$ cat src/rtl/spim_pkg.sv
package spim_pkg;
   // register byte offsets on the 5-bit bus address
   localparam logic [4:0] OFF_CTRL  = 5'h00;
   localparam logic [4:0] OFF_CFG   = 5'h04;
   localparam logic [4:0] OFF_TX    = 5'h08;
   localparam logic [4:0] OFF_RX    = 5'h0C;
   localparam logic [4:0] OFF_CAUSE = 5'h10;
   // field positions
   localparam int CS_BIT   = 0;
   localparam int WIDE_BIT = 5;
   localparam int PRESC_W  = 5;
   localparam int CFG_W    = 6;
endpackage

$ cat src/rtl/spim_clkdiv.sv
module spim_clkdiv #(
   parameter int PRESC_W = 5,
   parameter int CNT_W   = 4
) (
   input  logic               clk,
   input  logic               rst_n,
   input  logic               en,
   input  logic [PRESC_W-1:0] presc,
   output logic               tick
);
   localparam int K_W = PRESC_W - 1;

   logic [CNT_W-1:0] half;
   logic [CNT_W-1:0] cnt;

   // decode half period; invalid codes fall back to ratio 4
   always_comb begin
      if (presc[PRESC_W-1] && (presc[K_W-1:0] >= K_W'(2)))
         half = CNT_W'(presc[K_W-1:0]);
      else
         half = CNT_W'(2);
   end

   assign tick = en && (cnt == (half - CNT_W'(1)));

   always_ff @(posedge clk or negedge rst_n) begin
      if (!rst_n)       cnt <= '0;
      else if (!en)     cnt <= '0;
      else if (tick)    cnt <= '0;
      else              cnt <= cnt + CNT_W'(1);
   end


   cnt_below_half_chk: assert property (@(posedge clk) disable iff (!rst_n)
      en |-> (cnt < half));
endmodule

$ cat src/rtl/spim_shifter.sv
module spim_shifter #(
   parameter int MAX_BITS = 16,
   parameter int BIT_W    = 4
) (
   input  logic                clk,
   input  logic                rst_n,
   input  logic                start,
   input  logic                wide,
   input  logic [MAX_BITS-1:0] tx_word,
   input  logic                tick,
   input  logic                miso,
   output logic                busy,
   output logic                done,
   output logic                sclk,
   output logic                mosi,
   output logic [MAX_BITS-1:0] rx_word
);
   localparam int HALF_BITS = MAX_BITS / 2;

   logic                wide_q;
   logic [BIT_W-1:0]    bit_cnt;
   logic [BIT_W-1:0]    last_bit;
   logic [MAX_BITS-1:0] tx_sh;
   logic [MAX_BITS-1:0] rx_sh;
   logic [MAX_BITS-1:0] tx_aligned;

   assign last_bit = wide_q ? BIT_W'(MAX_BITS - 1) : BIT_W'(HALF_BITS - 1);
   assign done     = busy && tick && sclk && (bit_cnt == last_bit);
   assign mosi     = busy && tx_sh[MAX_BITS-1];

   // narrow words are left-aligned so the MSB leaves first
   assign tx_aligned = wide ? tx_word
                            : {tx_word[HALF_BITS-1:0], {HALF_BITS{1'b0}}};

   generate
      for (genvar i = 0; i < MAX_BITS; i++) begin : g_rx
         if (i < HALF_BITS) begin : g_lo
            assign rx_word[i] = rx_sh[i];
         end else begin : g_hi
            assign rx_word[i] = wide_q & rx_sh[i];
         end
      end
   endgenerate

   always_ff @(posedge clk or negedge rst_n) begin
      if (!rst_n) begin
         busy    <= 1'b0;
         sclk    <= 1'b0;
         wide_q  <= 1'b0;
         bit_cnt <= '0;
         tx_sh   <= '0;
         rx_sh   <= '0;
      end else if (start && !busy) begin
         busy    <= 1'b1;
         sclk    <= 1'b0;
         wide_q  <= wide;
         bit_cnt <= '0;
         tx_sh   <= tx_aligned;
      end else if (busy && tick) begin
         if (!sclk) begin
            sclk  <= 1'b1;
            rx_sh <= {rx_sh[MAX_BITS-2:0], miso};
         end else begin
            sclk <= 1'b0;
            if (bit_cnt == last_bit) begin
               busy <= 1'b0;
            end else begin
               tx_sh   <= {tx_sh[MAX_BITS-2:0], 1'b0};
               bit_cnt <= bit_cnt + BIT_W'(1);
            end
         end
      end
   end


   idle_clock_low_chk: assert property (@(posedge clk) disable iff (!rst_n)
      !busy |-> !sclk);

   sclk_holds_between_ticks_chk: assert property (@(posedge clk) disable iff (!rst_n)
      (busy && !tick && !start) |=> $stable(sclk));

   mosi_steady_on_rise_chk: assert property (@(posedge clk) disable iff (!rst_n)
      (busy && tick && !sclk) |=> $stable(mosi));

   done_ends_word_chk: assert property (@(posedge clk) disable iff (!rst_n)
      done |=> (!busy && !sclk));
endmodule

$ cat src/rtl/spim_regs.sv
module spim_regs
   import spim_pkg::*;
#(
   parameter int BUS_W    = 32,
   parameter int ADDR_W   = 5,
   parameter int MAX_BITS = 16
) (
   input  logic                clk,
   input  logic                rst_n,
   input  logic                bus_sel,
   input  logic                bus_wr,
   input  logic [ADDR_W-1:0]   bus_addr,
   input  logic [BUS_W-1:0]    bus_wdata,
   output logic [BUS_W-1:0]    bus_rdata,
   input  logic                busy,
   input  logic                done,
   input  logic [MAX_BITS-1:0] rx_word,
   output logic                start,
   output logic [MAX_BITS-1:0] tx_word,
   output logic                wide,
   output logic [PRESC_W-1:0]  presc,
   output logic                cs_on
);
   logic [CFG_W-1:0]    cfg_q;
   logic                cause_q;
   logic [MAX_BITS-1:0] rx_q;
   logic                wr_en;

   assign wr_en   = bus_sel && bus_wr;
   assign start   = wr_en && (bus_addr == ADDR_W'(OFF_TX)) && !busy;
   assign tx_word = bus_wdata[MAX_BITS-1:0];
   assign wide    = cfg_q[WIDE_BIT];
   assign presc   = cfg_q[PRESC_W-1:0];

   always_ff @(posedge clk or negedge rst_n) begin
      if (!rst_n) begin
         cs_on   <= 1'b0;
         cfg_q   <= '0;
         cause_q <= 1'b0;
         rx_q    <= '0;
      end else begin
         if (wr_en && bus_addr == ADDR_W'(OFF_CTRL)) cs_on <= bus_wdata[CS_BIT];
         if (wr_en && bus_addr == ADDR_W'(OFF_CFG))  cfg_q <= bus_wdata[CFG_W-1:0];
         if (done) begin
            cause_q <= 1'b1;
            rx_q    <= rx_word;
         end else if (wr_en && bus_addr == ADDR_W'(OFF_CAUSE) && bus_wdata == '0) begin
            cause_q <= 1'b0;
         end
      end
   end

   always_comb begin
      bus_rdata = '0;
      if (bus_sel) begin
         unique case (bus_addr)
            ADDR_W'(OFF_CTRL):  bus_rdata = BUS_W'(cs_on);
            ADDR_W'(OFF_CFG):   bus_rdata = BUS_W'(cfg_q);
            ADDR_W'(OFF_RX):    bus_rdata = BUS_W'(rx_q);
            ADDR_W'(OFF_CAUSE): bus_rdata = BUS_W'(cause_q);
            default:            bus_rdata = '0;
         endcase
      end
   end


   cause_sets_after_done_chk: assert property (@(posedge clk) disable iff (!rst_n)
      done |=> cause_q);

   cause_clear_chk: assert property (@(posedge clk) disable iff (!rst_n)
      (wr_en && bus_addr == ADDR_W'(OFF_CAUSE) && bus_wdata == '0 && !done) |=> !cause_q);
endmodule

$ cat src/rtl/spim_word_master.sv
module spim_word_master
   import spim_pkg::*;
#(
   parameter int BUS_W    = 32,
   parameter int ADDR_W   = 5,
   parameter int MAX_BITS = 16
) (
   input  logic              clk,
   input  logic              rst_n,
   input  logic              bus_sel,
   input  logic              bus_wr,
   input  logic [ADDR_W-1:0] bus_addr,
   input  logic [BUS_W-1:0]  bus_wdata,
   output logic [BUS_W-1:0]  bus_rdata,
   output logic              spi_sclk,
   output logic              spi_cs_n,
   output logic              spi_mosi,
   input  logic              spi_miso
);
   localparam int BIT_W = $clog2(MAX_BITS);
   localparam int CNT_W = PRESC_W - 1;

   generate
      if (MAX_BITS != 16) begin : g_bad_bits
         $error("spim_word_master: MAX_BITS must be 16");
      end
      if (BUS_W < MAX_BITS) begin : g_bad_bus
         $error("spim_word_master: BUS_W narrower than a word");
      end
      if (ADDR_W < 5) begin : g_bad_addr
         $error("spim_word_master: ADDR_W too small for the register map");
      end
   endgenerate

   logic                busy, done, tick, start, wide, cs_on;
   logic [MAX_BITS-1:0] tx_word, rx_word;
   logic [PRESC_W-1:0]  presc;

   spim_regs #(.BUS_W(BUS_W), .ADDR_W(ADDR_W), .MAX_BITS(MAX_BITS)) u_regs (
      .clk(clk), .rst_n(rst_n),
      .bus_sel(bus_sel), .bus_wr(bus_wr), .bus_addr(bus_addr),
      .bus_wdata(bus_wdata), .bus_rdata(bus_rdata),
      .busy(busy), .done(done), .rx_word(rx_word),
      .start(start), .tx_word(tx_word), .wide(wide), .presc(presc), .cs_on(cs_on)
   );

   spim_clkdiv #(.PRESC_W(PRESC_W), .CNT_W(CNT_W)) u_div (
      .clk(clk), .rst_n(rst_n), .en(busy), .presc(presc), .tick(tick)
   );

   spim_shifter #(.MAX_BITS(MAX_BITS), .BIT_W(BIT_W)) u_shift (
      .clk(clk), .rst_n(rst_n), .start(start), .wide(wide), .tx_word(tx_word),
      .tick(tick), .miso(spi_miso), .busy(busy), .done(done),
      .sclk(spi_sclk), .mosi(spi_mosi), .rx_word(rx_word)
   );

   assign spi_cs_n = ~cs_on;


   busy_write_no_restart_chk: assert property (@(posedge clk) disable iff (!rst_n)
      (busy && !done) |=> busy);
endmodule

$ cat config.mk
export PLATFORM = sky130hd
export DESIGN_NAME = spim_word_master
export DESIGN_NICKNAME = d
export VERILOG_FILES = /design/src/rtl/spim_pkg.sv /design/src/rtl/spim_clkdiv.sv /design/src/rtl/spim_shifter.sv /design/src/rtl/spim_regs.sv /design/src/rtl/spim_word_master.sv
export SDC_FILE = /design/constraint.sdc
export NUM_CORES = 1
export LEC_CHECK = 0
export BUFFER_PORTS_ARGS = -buffer_cell sky130_fd_sc_hd__buf_4
export CORE_MARGIN = 2
export CORE_UTILIZATION = 54
export DETAILED_ROUTE_END_ITERATION = 10
export GPL_TIMING_DRIVEN = 0
export PLACE_DENSITY = 0.8
export SYNTH_ARGS = -nofsm -noshare
export SYNTH_HDL_FRONTEND = slang
export SYNTH_SLANG_ARGS = --single-unit
export TNS_END_PERCENT = 100
$ cat constraint.sdc
create_clock -name clk -period 3 [get_ports clk]
set_input_delay 0.15 -clock clk [delete_from_list [all_inputs] [get_ports clk]]
set_output_delay 0.15 -clock clk [all_outputs]
set_load 0.01 [all_outputs]
==> impl_metrics.env, run 1 <==
export IMPL_htreeDepth=3
export IMPL_async_flop_share_pct=100
export IMPL_cts_clk_slew_worst_paths_ps=70
export IMPL_ant_nets=0
export IMPL_numClockSinks=67
export IMPL_crit_arrival_ps=3050
export IMPL_hold_path_class="in2reg"
export IMPL_cts_setup_buffers=0
export IMPL_grt_pass1_vias=2526
export IMPL_synth_area_mm2=0.00339
export IMPL_syn2layout_area_growth_pct=24.1
export IMPL_numPortBuffers=59
export IMPL_io_pins=77
export IMPL_crit_path_end_kind="register"
export IMPL_drcViolationCount=0
export IMPL_synth_ff_type="dfrtp_1"
export IMPL_cts_tree="built"
export IMPL_avgSynthCellArea_um2=11.1
export IMPL_start_util_pct=56.6
export IMPL_synth_edf_count=0
export IMPL_drv_slew=0
export IMPL_crit_required_ps=3220
export IMPL_die_area_mm2=0.00693
export IMPL_antenna_found_initial=0
export IMPL_synth_seq_cells=67
export IMPL_yosys_warnings=0
export IMPL_powerDensity_mw_per_mm2=741
export IMPL_leakage_nw=2.07
export IMPL_outcome="completed"
export IMPL_fmax_ghz=0.353
export IMPL_std_cell_rows=28
export IMPL_drt_total_wl_mm=7.06
export IMPL_dr_pass1_iters=4
export IMPL_crit_path_max_fanout=10
export IMPL_synth_area_leaders="dfrtp_1, mux2_2, mux2i_1"
export IMPL_drive_above_1_share_pct=33.6
export IMPL_diodes=0
export IMPL_hold_buffers=1
export IMPL_dp_slack_ps=187
export IMPL_setup_violations_final=0
export IMPL_finalCritPeriodShare_pct=94.4
export IMPL_n_fill_cell=444
export IMPL_reg2reg_slack_ps=170
export IMPL_clock_latency_ps=340
export IMPL_ir_drop_mv=0.554
export IMPL_grt_max_degree=68
export IMPL_rsz0062_at_grt="no"
export IMPL_post_drt_via_cell_ratio=5.45
export IMPL_grt_use_total_pct=21.4
export IMPL_startpoint_type="register"
export IMPL_dp_final_hpwl_mm=5.16
export IMPL_synthDistinctLibCells=40
export IMPL_overflow=0
export IMPL_grt_first_pass_wirelength_mm=11.9
export IMPL_place_gp_congestion=0.843
export IMPL_cts_buffers=9
export IMPL_finalCriticalPeriod_ps=2830
export IMPL_core_area_mm2=0.00599
export IMPL_fin_nets=438
export IMPL_postSynthCellCount=307
export IMPL_max_slew_margin_rel_pct=45.6
export IMPL_finClkSkew_ps=11.6
export IMPL_die_h_um=83.3
export IMPL_avgRoutedWirePerCell_um=15.0
export IMPL_synth_area_leader_cell="dfrtp_1"
export IMPL_cts_root_buffer="clkbuf_8"
export IMPL_setup_tns_ps=0
export IMPL_cts_resized_gates=0
export IMPL_die_w_um=83.3
export IMPL_cts_buffer_depth=2
export IMPL_synth_top_cell_area_share_pct=49.4
export IMPL_crit_type="reg2reg"
export IMPL_first_iter_violations=119
export IMPL_cap_violations=0
export IMPL_synth_yosys_seq_area_share_pct=49.4
export IMPL_tightest_slew_ps=815
export IMPL_vias=2565
export IMPL_worst_slack_ps=168
export IMPL_hold_violations=0
[cell type report]
cell class	instances	area (µm²)	share of cell area, %
timing repair buffer	60	453	10.8
clock buffer	12	155	3.68
clock inverter	2	60.1	1.43
tap	75	93.8	2.23
inverter	2	7.51	0.178
buffer	34	223	5.29
multi-input combinational	219	1540	36.6
sequential	67	1680	39.8
[worst paths after layout]
path	from	endpoint	depth (start not counted)
setup / recovery	u_regs.cfg_q[3]	u_regs.rx_q[7]	8
hold / removal	spi_miso	u_shift.rx_sh[0]	2
setup reg to reg	u_regs.cfg_q[3]	u_regs.rx_q[7]	8
hold reg to reg	u_regs.rx_q[11]	u_regs.rx_q[11]	2
max in group asynchronous	rst_n	u_shift.tx_sh[15]	2
min in group asynchronous	rst_n	u_regs.cfg_q[2]	2
[flip-flops by register name, indices dropped and copies added (netlist names)]
register	flops
u_div.cnt	4
u_shift.sclk	1
u_regs.cfg_q	6
u_regs.cs_on	1
u_shift.bit_cnt	4
u_regs.cause_q	1
u_shift.tx_sh	16
u_shift.busy	1
u_shift.rx_sh	16
u_regs.rx_q	16
u_shift.wide_q	1
[cells in the final DEF (no fill, tap or decap), types with 2 or more instances in the layout]
| cell | instances |
|---|---|
| a21oi_1 | 14 |
| a221o_1 | 8 |
| and3_1 | 10 |
| and4b_1 | 2 |
| buf_2 | 4 |
| buf_4 | 76 |
| buf_6 | 2 |
| bufinv_16 | 2 |
| clkbuf_1 | 11 |
| clkbuf_8 | 11 |
| conb_1 | 16 |
| dfrtp_1 | 67 |
| ha_1 | 3 |
| inv_1 | 2 |
| mux2_2 | 31 |
| mux2_4 | 2 |
| mux2i_1 | 24 |
| nand2_1 | 31 |
| nand3_1 | 5 |
| nand4_1 | 3 |
| nor2_1 | 21 |
| nor3b_1 | 2 |
| nor4_1 | 10 |
| o21ai_0 | 10 |
| o22ai_1 | 2 |
| o311ai_2 | 2 |
| or2_2 | 2 |
| xnor2_1 | 4 |
| xor2_1 | 5 |
[synthesized netlist by cell type, types with 2 or more instances]
master	instances
a21oi_1	14
a221o_1	8
and3_1	10
and4b_1	2
buf_2	4
buf_4	17
buf_6	2
clkbuf_1	10
dfrtp_1	67
ha_1	3
inv_1	2
mux2_2	31
mux2_4	2
mux2i_1	24
nand2_1	31
nand3_1	5
nand4_1	3
nor2_1	21
nor3b_1	2
nor4_1	10
o21ai_0	10
o22ai_1	2
o311ai_2	2
or2_2	2
xnor2_1	4
xor2_1	5
[logic make-up after synthesis]
kind of cell	count (synthesis)	share of synthesized area (%)
adder cells (fa/ha/maj)	3	1.11
XOR/XNOR	9	2.32
AO/OA/AOI/OAI	41	8.41
AND/OR/NAND/NOR	93	13.6
buffers and inverters	36	6.78
multiplexers	57	18.3
other	1	0.111
flip-flops	67	49.4
[worst max-delay path: stages, from the launching register on]
cell	delay (ps)
dfrtp_1	460
o311ai_2	380
ha_1	330
xnor2_1	180
nor4_1	280
or4b_1	490
buf_6	170
buf_8	140
mux2_4	290
[metrics by stage]
| step | power [mW] | instance area [µm²] | instances | utilization, % | hold WS [ps] |
|---|---|---|---|---|---|
| 6_report | 3.12 | 4210 | 471 | 70.3 | 53.5 |
| 5_1_grt | 3.31 | 4210 | 471 | 70.3 | 42.6 |
| 4_1_cts | 3.13 | 4210 | 471 | 70.3 | 40.7 |
| 3_5_place_dp | 2.31 | 3990 | 456 | 66.5 | 301 |
| 3_3_place_gp | 2.27 | 3990 | 456 | 66.5 | 301 |
| 2_1_floorplan | 2.05 | 3450 | 322 | - | -146 |
[where the power goes]
group	leakage, nW	switching, mW	internal, mW
combinational	1.08	0.423	0.506
sequential	0.872	0.201	1.17
clock	0.109	0.316	0.505
[metal layers]
layer | global-route usage [%] | vias to the layer above | share of wire [%] | routed length (µm)
li1 | - | 1242 | - | -
met1 | 27.8 | 1237 | 45 | 3170
met2 | 34.7 | 76 | 48 | 3380
met3 | 5.86 | 10 | 5.7 | 401
met4 | 7.60 | 0 | 1.6 | 111
met5 | 0 | - | 0 | 0
No activity file was read; power rests on OpenSTA's default activity.
==> run 2: changes to the inputs <==
--- a/config.mk
+++ b/config.mk
@@ -7,11 +7,12 @@
 export LEC_CHECK = 0
 export BUFFER_PORTS_ARGS = -buffer_cell sky130_fd_sc_hd__buf_4
 export CORE_MARGIN = 2
-export CORE_UTILIZATION = 54
+export CORE_UTILIZATION = 55
 export DETAILED_ROUTE_END_ITERATION = 10
 export GPL_TIMING_DRIVEN = 0
-export PLACE_DENSITY = 0.8
+export PLACE_DENSITY = 0.79
 export SYNTH_ARGS = -nofsm -noshare
 export SYNTH_HDL_FRONTEND = slang
+export SYNTH_HIERARCHICAL = 1
 export SYNTH_SLANG_ARGS = --single-unit
 export TNS_END_PERCENT = 100
==> run 2 against run 1 <==
  * Largest cell class is now multi-input gates
  * Final cell count increased by 22%
  * Critical path depth is 3 higher
  * Flip-flop and latch count unchanged
  * First-iteration DRC count grew 48%
  * Clock power is 17% lower
  * Non-clock buffer count up 37
  * Largest power group unchanged
  * Routed wire length is 33% higher
  * Critical path type unchanged
  * Utilization fell by 1.7 points
  * Global-route usage up 3.3 points
  * Design area up 17%
==> impl_metrics.env, run 2 <==
export IMPL_synth_edf_count=0
export IMPL_grt_pass1_vias=3036
export IMPL_worstPathCellList="or4_1 > a21oi_2 > a41oi_1 > a2bb2oi_2 > and2_4 > nand3_4 > buf_6 > nor3_4 > clkbuf_8 > buf_4 > mux2_2"
export IMPL_crit_path_end_kind="register"
export IMPL_syn2layout_area_growth_pct=22.8
export IMPL_diodes=0
export IMPL_hold_path_class="in2reg"
export IMPL_pwr_share_seq_pct=46.9
export IMPL_overflow=0
export IMPL_synth_seq_cells=67
export IMPL_cts_root_buffer="clkbuf_8"
export IMPL_cap_violations=0
export IMPL_final_cell_mix="buf_4, dfrtp_1, mux2_2"
export IMPL_crit_required_ps=3230
export IMPL_setup_violations_final=0
export IMPL_avgSynthCellArea_um2=10.6
export IMPL_synthDistinctLibCells=60
export IMPL_startpoint_type="register"
export IMPL_yosysMostFrequentCell="dfrtp_1"
export IMPL_swShare_pct=33.6
export IMPL_crit_path_max_fanout=10
export IMPL_finalCriticalPeriod_ps=2890
export IMPL_numClockSinks=67
export IMPL_reg2reg_slack_ps=110
export IMPL_outcome="completed"
export IMPL_drcViolationCount=0
export IMPL_grt_first_pass_wirelength_mm=14.9
export IMPL_pwr_share_comb_pct=26.5
export IMPL_cts_buffers=9
export IMPL_whs_ps=35.2
export IMPL_io_pins=77
export IMPL_crit_type="reg2reg"
export IMPL_path_buf_inv=3
export IMPL_fin_nets=514
export IMPL_r2r_cells=11
export IMPL_crit_arrival_ps=3120
export IMPL_r2r_end="u_regs/rx_q[9]"
export IMPL_ir_drop_mv=0.336
export IMPL_drv_slew=0
export IMPL_ant_nets=0
export IMPL_async_flop_share_pct=100
export IMPL_setup_tns_ps=0
export IMPL_finClkSkew_ps=9.99
export IMPL_endpoint="u_regs/rx_q[9]"
export IMPL_tightest_slew_ps=856
export IMPL_htreeDepth=3
export IMPL_synth_ff_type="dfrtp_1"
export IMPL_cts_buffer_depth=2
export IMPL_max_slew_margin_rel_pct=42.9
export IMPL_p_int_mw=1.71
export IMPL_leakage_nw=2.38
export IMPL_drive_above_1_share_pct=42.1
export IMPL_drt_total_wl_mm=9.43
export IMPL_first_iter_violations=176
export IMPL_clock_latency_ps=350
export IMPL_yosys_warnings=6
export IMPL_synth_area_mm2=0.00401
export IMPL_cp_depth=11
export IMPL_synth_top_cell_area_share_pct=41.8
export IMPL_powerDensity_mw_per_mm2=521
export IMPL_numPortBuffers=60
export IMPL_post_drt_via_cell_ratio=5.64
export IMPL_finalCritPeriodShare_pct=96.3
export IMPL_synth_area_leaders="dfrtp_1, mux2_2, buf_4"
export IMPL_dr_pass1_iters=5
export IMPL_crit_slowest_cell="or4_1"
export IMPL_std_cell_rows=31
export IMPL_critical_path_top_delay_family="simple AND/OR/NAND/NOR gates"
export IMPL_p_sw_uw=862
export IMPL_netlist_top_cells_count="dfrtp_1, buf_4, mux2_2"
export IMPL_synth_yosys_seq_area_share_pct=41.8
export IMPL_core_area_mm2=0.00718
export IMPL_startpoint="u_regs/cfg_q[2]"
export IMPL_final_common_cell="buf_4"
export IMPL_hold_violations=0
export IMPL_clock_power_share_pct=26.5
export IMPL_dp_final_hpwl_mm=6.70
export IMPL_fmax_ghz=0.346
export IMPL_cts_clk_slew_worst_paths_ps=80
export IMPL_start_util_pct=55.9
export IMPL_utilization_pct=68.6
export IMPL_vias=3236
export IMPL_r2r_start="u_regs/cfg_q[2]"
export IMPL_avgRoutedWirePerCell_um=16.4
export IMPL_grt_use_total_pct=24.8
export IMPL_hp_start="spi_miso"
export IMPL_worst_slack_ps=111
export IMPL_antenna_found_initial=0
export IMPL_die_h_um=89.4
export IMPL_max_stage_delay_ps=560
export IMPL_cts_tree="built"
export IMPL_die_w_um=89.4
export IMPL_grt_max_degree=68
export IMPL_dp_slack_ps=-653
export IMPL_largestRegisters="u_regs/rx_q: 16 flops, u_shift/rx_sh: 16 flops, u_shift/tx_sh: 16 flops"
export IMPL_postSynthCellCount=378
export IMPL_die_area_mm2=0.00799
export IMPL_synth_area_leader_cell="dfrtp_1"
export IMPL_place_gp_congestion=0.854
run 2: cell types whose count changed in the layout (fill, tap and decap cells not counted), moves of 8 or more:
cell,previous run,this run
buf_4,76,109
nand2_1,31,8
o211ai_1,0,17
a2bb2oi_1,0,15
mux2i_1,24,9
nand3_1,5,20
a31oi_1,1,15
o21ai_0,10,1
a211oi_1,0,8
a221o_1,8,0
and2_1,1,9
run 2: logic make-up (layout without fill, tap and decap cells):
kind of cell,after synthesis,after routing,synth area share (%)
and+or+nand+nor,107,107,15.4
AOI/OAI and AO/OA,79,79,14.7
buffers and inverters,69,151,12.0
DFF,67,67,41.8
muxes,49,49,14.0
xor gates and xnor gates,4,4,1.34
adders and majority gates,2,2,0.624
other,1,16,0.0935
run 2: power by group through the flow:
stage	Sequential (mW)	Combinational [mW]	Clock [mW]
2_1_floorplan	1.17	0.475	0
3_3_place_gp	1.20	0.626	0
3_5_place_dp	1.22	0.648	0
4_1_cts	1.20	0.665	0.696
5_1_grt	1.22	0.744	0.725
6_report	1.20	0.680	0.681
run 2: worst min-delay path by stage:
stage | endpoint | depth (start not counted)
CTS | u_shift/rx_sh[0] | 2
finish | u_shift/rx_sh[0] | 2
detailed placement | u_shift/rx_sh[0] | 1
floorplan | u_div/cnt[0] | 0
global placement | u_shift/rx_sh[0] | 1
global route | u_shift/rx_sh[0] | 2
run 2: repair_timing:
item / 4_1_cts / 5_1_grt
pin swaps: 1 / 3
resized for setup: 11 / 5
setup buffers: 3 / 2
cloned: 0 / 0
hold endpoints to repair: 67 / 0
hold buffers: 1 / 0
setup endpoints to repair: 17 / 17
run 2: final cells by class:
class,count,area (µm²)
Buffer,65,489
Clock buffer,9,124
Clock inverter,7,53.8
Fill cell,559,2250
Inverter,4,15.0
Multi-Input combinational cell,257,1940
Sequential cell,67,1680
Tap cell,99,124
Timing Repair Buffer,66,498
run 2: metal layers:
metal  up-vias  GRT usage [%]  wire length (µm)  share of wire (%)
li1       1530              -                 -                  -
met1      1550           34.5              4200                 45
met2       130           36.9              4310                 46
met3        26           4.62               627                6.7
met4         0           12.6               286                3.0
met5         -              0                 0                  0
run 2: per-stage QoR:
step	total power, mW	instance area, µm²	std cells
finish	2.57	4930	574
global route	2.69	4930	574
CTS	2.56	4890	572
detailed placement	1.86	4640	552
global placement	1.83	4640	552
floorplan	1.65	4070	393
run 2: worst register-to-register path, stage by stage (launching register included):
cell	delay, ps
dfrtp_2	460
or4_1	560
a21oi_2	150
a41oi_1	60
a2bb2oi_2	180
and2_4	200
nand3_4	120
buf_6	190
nor3_4	150
clkbuf_8	180
buf_4	170
mux2_2	350
==> run 3: changes to the inputs <==
--- a/config.mk
+++ b/config.mk
@@ -8,7 +8,9 @@
 export BUFFER_PORTS_ARGS = -buffer_cell sky130_fd_sc_hd__buf_4
 export CORE_MARGIN = 2
 export CORE_UTILIZATION = 55
+export CTS_BUF_LIST = sky130_fd_sc_hd__clkbuf_16
 export DETAILED_ROUTE_END_ITERATION = 10
+export GPL_ROUTABILITY_DRIVEN = 0
 export GPL_TIMING_DRIVEN = 0
 export PLACE_DENSITY = 0.79
 export SYNTH_ARGS = -nofsm -noshare
==> run 3 against run 2 <==
  * Fmax fell by 0.74%
  * First-iteration DRC count rose by 58%
  * Via count rose by 4.4%
  * Final cell count rose by 0.17%
  * Sequential power barely moved
  * Clock-buffer cell count did not move
  * Critical endpoint unchanged
  * Worst hold slack improved by 23 ps
  * Setup slack got worse by 22 ps
  * Die area did not move
  * Utilization rose by 2.0 points
  * Combinational power rose by 3.1%
==> impl_metrics.env, run 3 (same netlist as run 2, synthesis figures left out) <==
export IMPL_min_path_cells=2
export IMPL_crit_required_ps=3210
export IMPL_clock_latency_ps=330
export IMPL_fmax_ghz=0.344
export IMPL_cts_root_buffer="clkbuf_16"
export IMPL_core_area_mm2=0.00718
export IMPL_setup_tns_ps=0
export IMPL_antenna_found_initial=0
export IMPL_critical_path_top_delay_family="simple AND/OR/NAND/NOR gates"
export IMPL_finalCriticalPeriod_ps=2910
export IMPL_syn2layout_area_growth_pct=26.4
export IMPL_setup_violations_final=0
export IMPL_die_h_um=89.4
export IMPL_first_iter_violations=278
export IMPL_final_cell_mix="buf_4, dfrtp_1, mux2_2"
export IMPL_drv_slew=0
export IMPL_dp_slack_ps=-672
export IMPL_die_w_um=89.4
export IMPL_crit_type="reg2reg"
export IMPL_htreeDepth=3
export IMPL_tightest_slew_ps=857
export IMPL_crit_path_end_kind="register"
export IMPL_postPlaceCellArea_mm2=0.00464
export IMPL_outcome="completed"
export IMPL_drive_above_1_share_pct=41.8
export IMPL_dp_final_hpwl_mm=6.84
export IMPL_fin_nets=515
export IMPL_n_fill_cell=524
export IMPL_ant_nets=0
export IMPL_path_buf_inv=3
export IMPL_numClockSinks=67
export IMPL_crit_arrival_ps=3120
export IMPL_r2r_end="u_regs/rx_q[9]"
export IMPL_worst_slack_ps=88.9
export IMPL_fin_total_pwr_mw=3.04
export IMPL_cap_violations=0
export IMPL_grt_pass1_vias=3300
export IMPL_max_stage_delay_ps=530
export IMPL_avgRoutedWirePerCell_um=17.4
export IMPL_grt_max_degree=68
export IMPL_crit_path_max_fanout=10
export IMPL_whs_ps=58.1
export IMPL_die_area_mm2=0.00799
export IMPL_drt_total_wl_mm=9.98
export IMPL_grt_use_total_pct=25.9
export IMPL_cts_tree="built"
export IMPL_cts_buffers=9
export IMPL_leakage_nw=2.46
export IMPL_cts_buffer_depth=2
export IMPL_hold_path_class="in2reg"
export IMPL_powerDensity_mw_per_mm2=599
export IMPL_whs_endpoint="u_shift/rx_sh[0]"
export IMPL_cts_clk_slew_worst_paths_ps=60
export IMPL_worstPathCellList="or4_1 > a21oi_2 > a41oi_1 > a2bb2oi_2 > and2_4 > nand3_4 > buf_6 > nor3_4 > clkbuf_8 > buf_4 > mux2_2"
export IMPL_r2r_start="u_regs/cfg_q[1]"
export IMPL_start_util_pct=55.9
export IMPL_finalCritPeriodShare_pct=97.0
export IMPL_ir_drop_mv=0.357
export IMPL_fin_area_mm2=0.00507
export IMPL_numPortBuffers=60
export IMPL_io_pins=77
export IMPL_hp_start="spi_miso"
export IMPL_overflow=0
export IMPL_dr_pass1_iters=5
export IMPL_grt_first_pass_wirelength_mm=15.8
export IMPL_finClkSkew_ps=6.23
export IMPL_r2r_cells=11
export IMPL_max_slew_margin_rel_pct=42.9
export IMPL_drcViolationCount=0
export IMPL_largestRegisters="u_regs/rx_q: 16 flops, u_shift/rx_sh: 16 flops, u_shift/tx_sh: 16 flops"
export IMPL_diodes=0
export IMPL_vias=3380
export IMPL_std_cell_rows=31
export IMPL_final_common_cell="buf_4"
export IMPL_post_drt_via_cell_ratio=5.88
export IMPL_reg2reg_slack_ps=90
export IMPL_hold_violations=0
export IMPL_startpoint_type="register"
export IMPL_crit_slowest_cell="or4_1"
[run 3: cell count changes in the layout (fill, tap and decap cells not counted), sizes merged]
cell      before  now
buf          125  126
bufinv         0    2
clkinvlp       3    1
[run 3: report_power, final]
| part | switching, mW | internal [mW] | leakage (nW) |
|---|---|---|---|
| clock | 0.401 | 0.725 | 0.157 |
| combinational | 0.337 | 0.364 | 1.44 |
| sequential | 0.162 | 1.05 | 0.854 |
[run 3: worst max path at each step]
stage | cells after the start | slack, ps | from | end
2_1_floorplan | 11 | 20 | u_regs/cfg_q[2] | u_regs/rx_q[0]
3_3_place_gp | 11 | -570 | u_regs/cfg_q[2] | u_regs/rx_q[12]
3_5_place_dp | 11 | -670 | u_regs/cfg_q[2] | u_regs/rx_q[10]
4_1_cts | 11 | 20 | u_regs/cfg_q[2] | u_regs/rx_q[15]
5_1_grt | 13 | -4 | u_regs/cfg_q[1] | u_regs/cause_q
6_report | 11 | 90 | u_regs/cfg_q[1] | u_regs/rx_q[9]
[run 3: cell type report]
class	instances	area, µm²	area share (%)
repair buffers	67	505	9.97
flip-flops and latches	67	1680	33.2
clock inverters	7	93.8	1.85
well taps	99	124	2.44
plain buffers	65	489	9.65
inverters	4	15.0	0.296
clock buffers	9	225	4.44
multi-input cells	257	1940	38.2
[run 3: routing by layer]
layer / routed length, µm / track usage [%] / part of all wire [%]
met1: 4280 / 34.3 / 43
met2: 4730 / 40.9 / 47
met3: 646 / 4.34 / 6.5
met4: 325 / 13.7 / 3.3
met5: 0 / 0 / 0
[run 3: worst reg2reg max path, cell delays in order (launching register included)]
cell       delay, ps
dfrtp_2          460
or4_1            530
a21oi_2          150
a41oi_1           70
a2bb2oi_2        200
and2_4           210
nand3_4          120
buf_6            190
nor3_4           160
clkbuf_8         180
buf_4            170
mux2_2           350
[run 3: stage by stage]
stage	std cells	utilization [%]
2_1_floorplan	393	-
3_3_place_gp	552	64.7
3_5_place_dp	552	64.7
4_1_cts	572	70.2
5_1_grt	575	70.6
6_report	575	70.6
[run 3: repair_timing]
| action | in CTS | in global routing |
|---|---|---|
| hold endpoints to repair | 67 | 0 |
| buffers inserted | 3 | 3 |
| pin swaps | 1 | 1 |
| gates resized for setup | 11 | 4 |
| endpoints found under the setup margin | 17 | 17 |
| hold buffers | 1 | 0 |
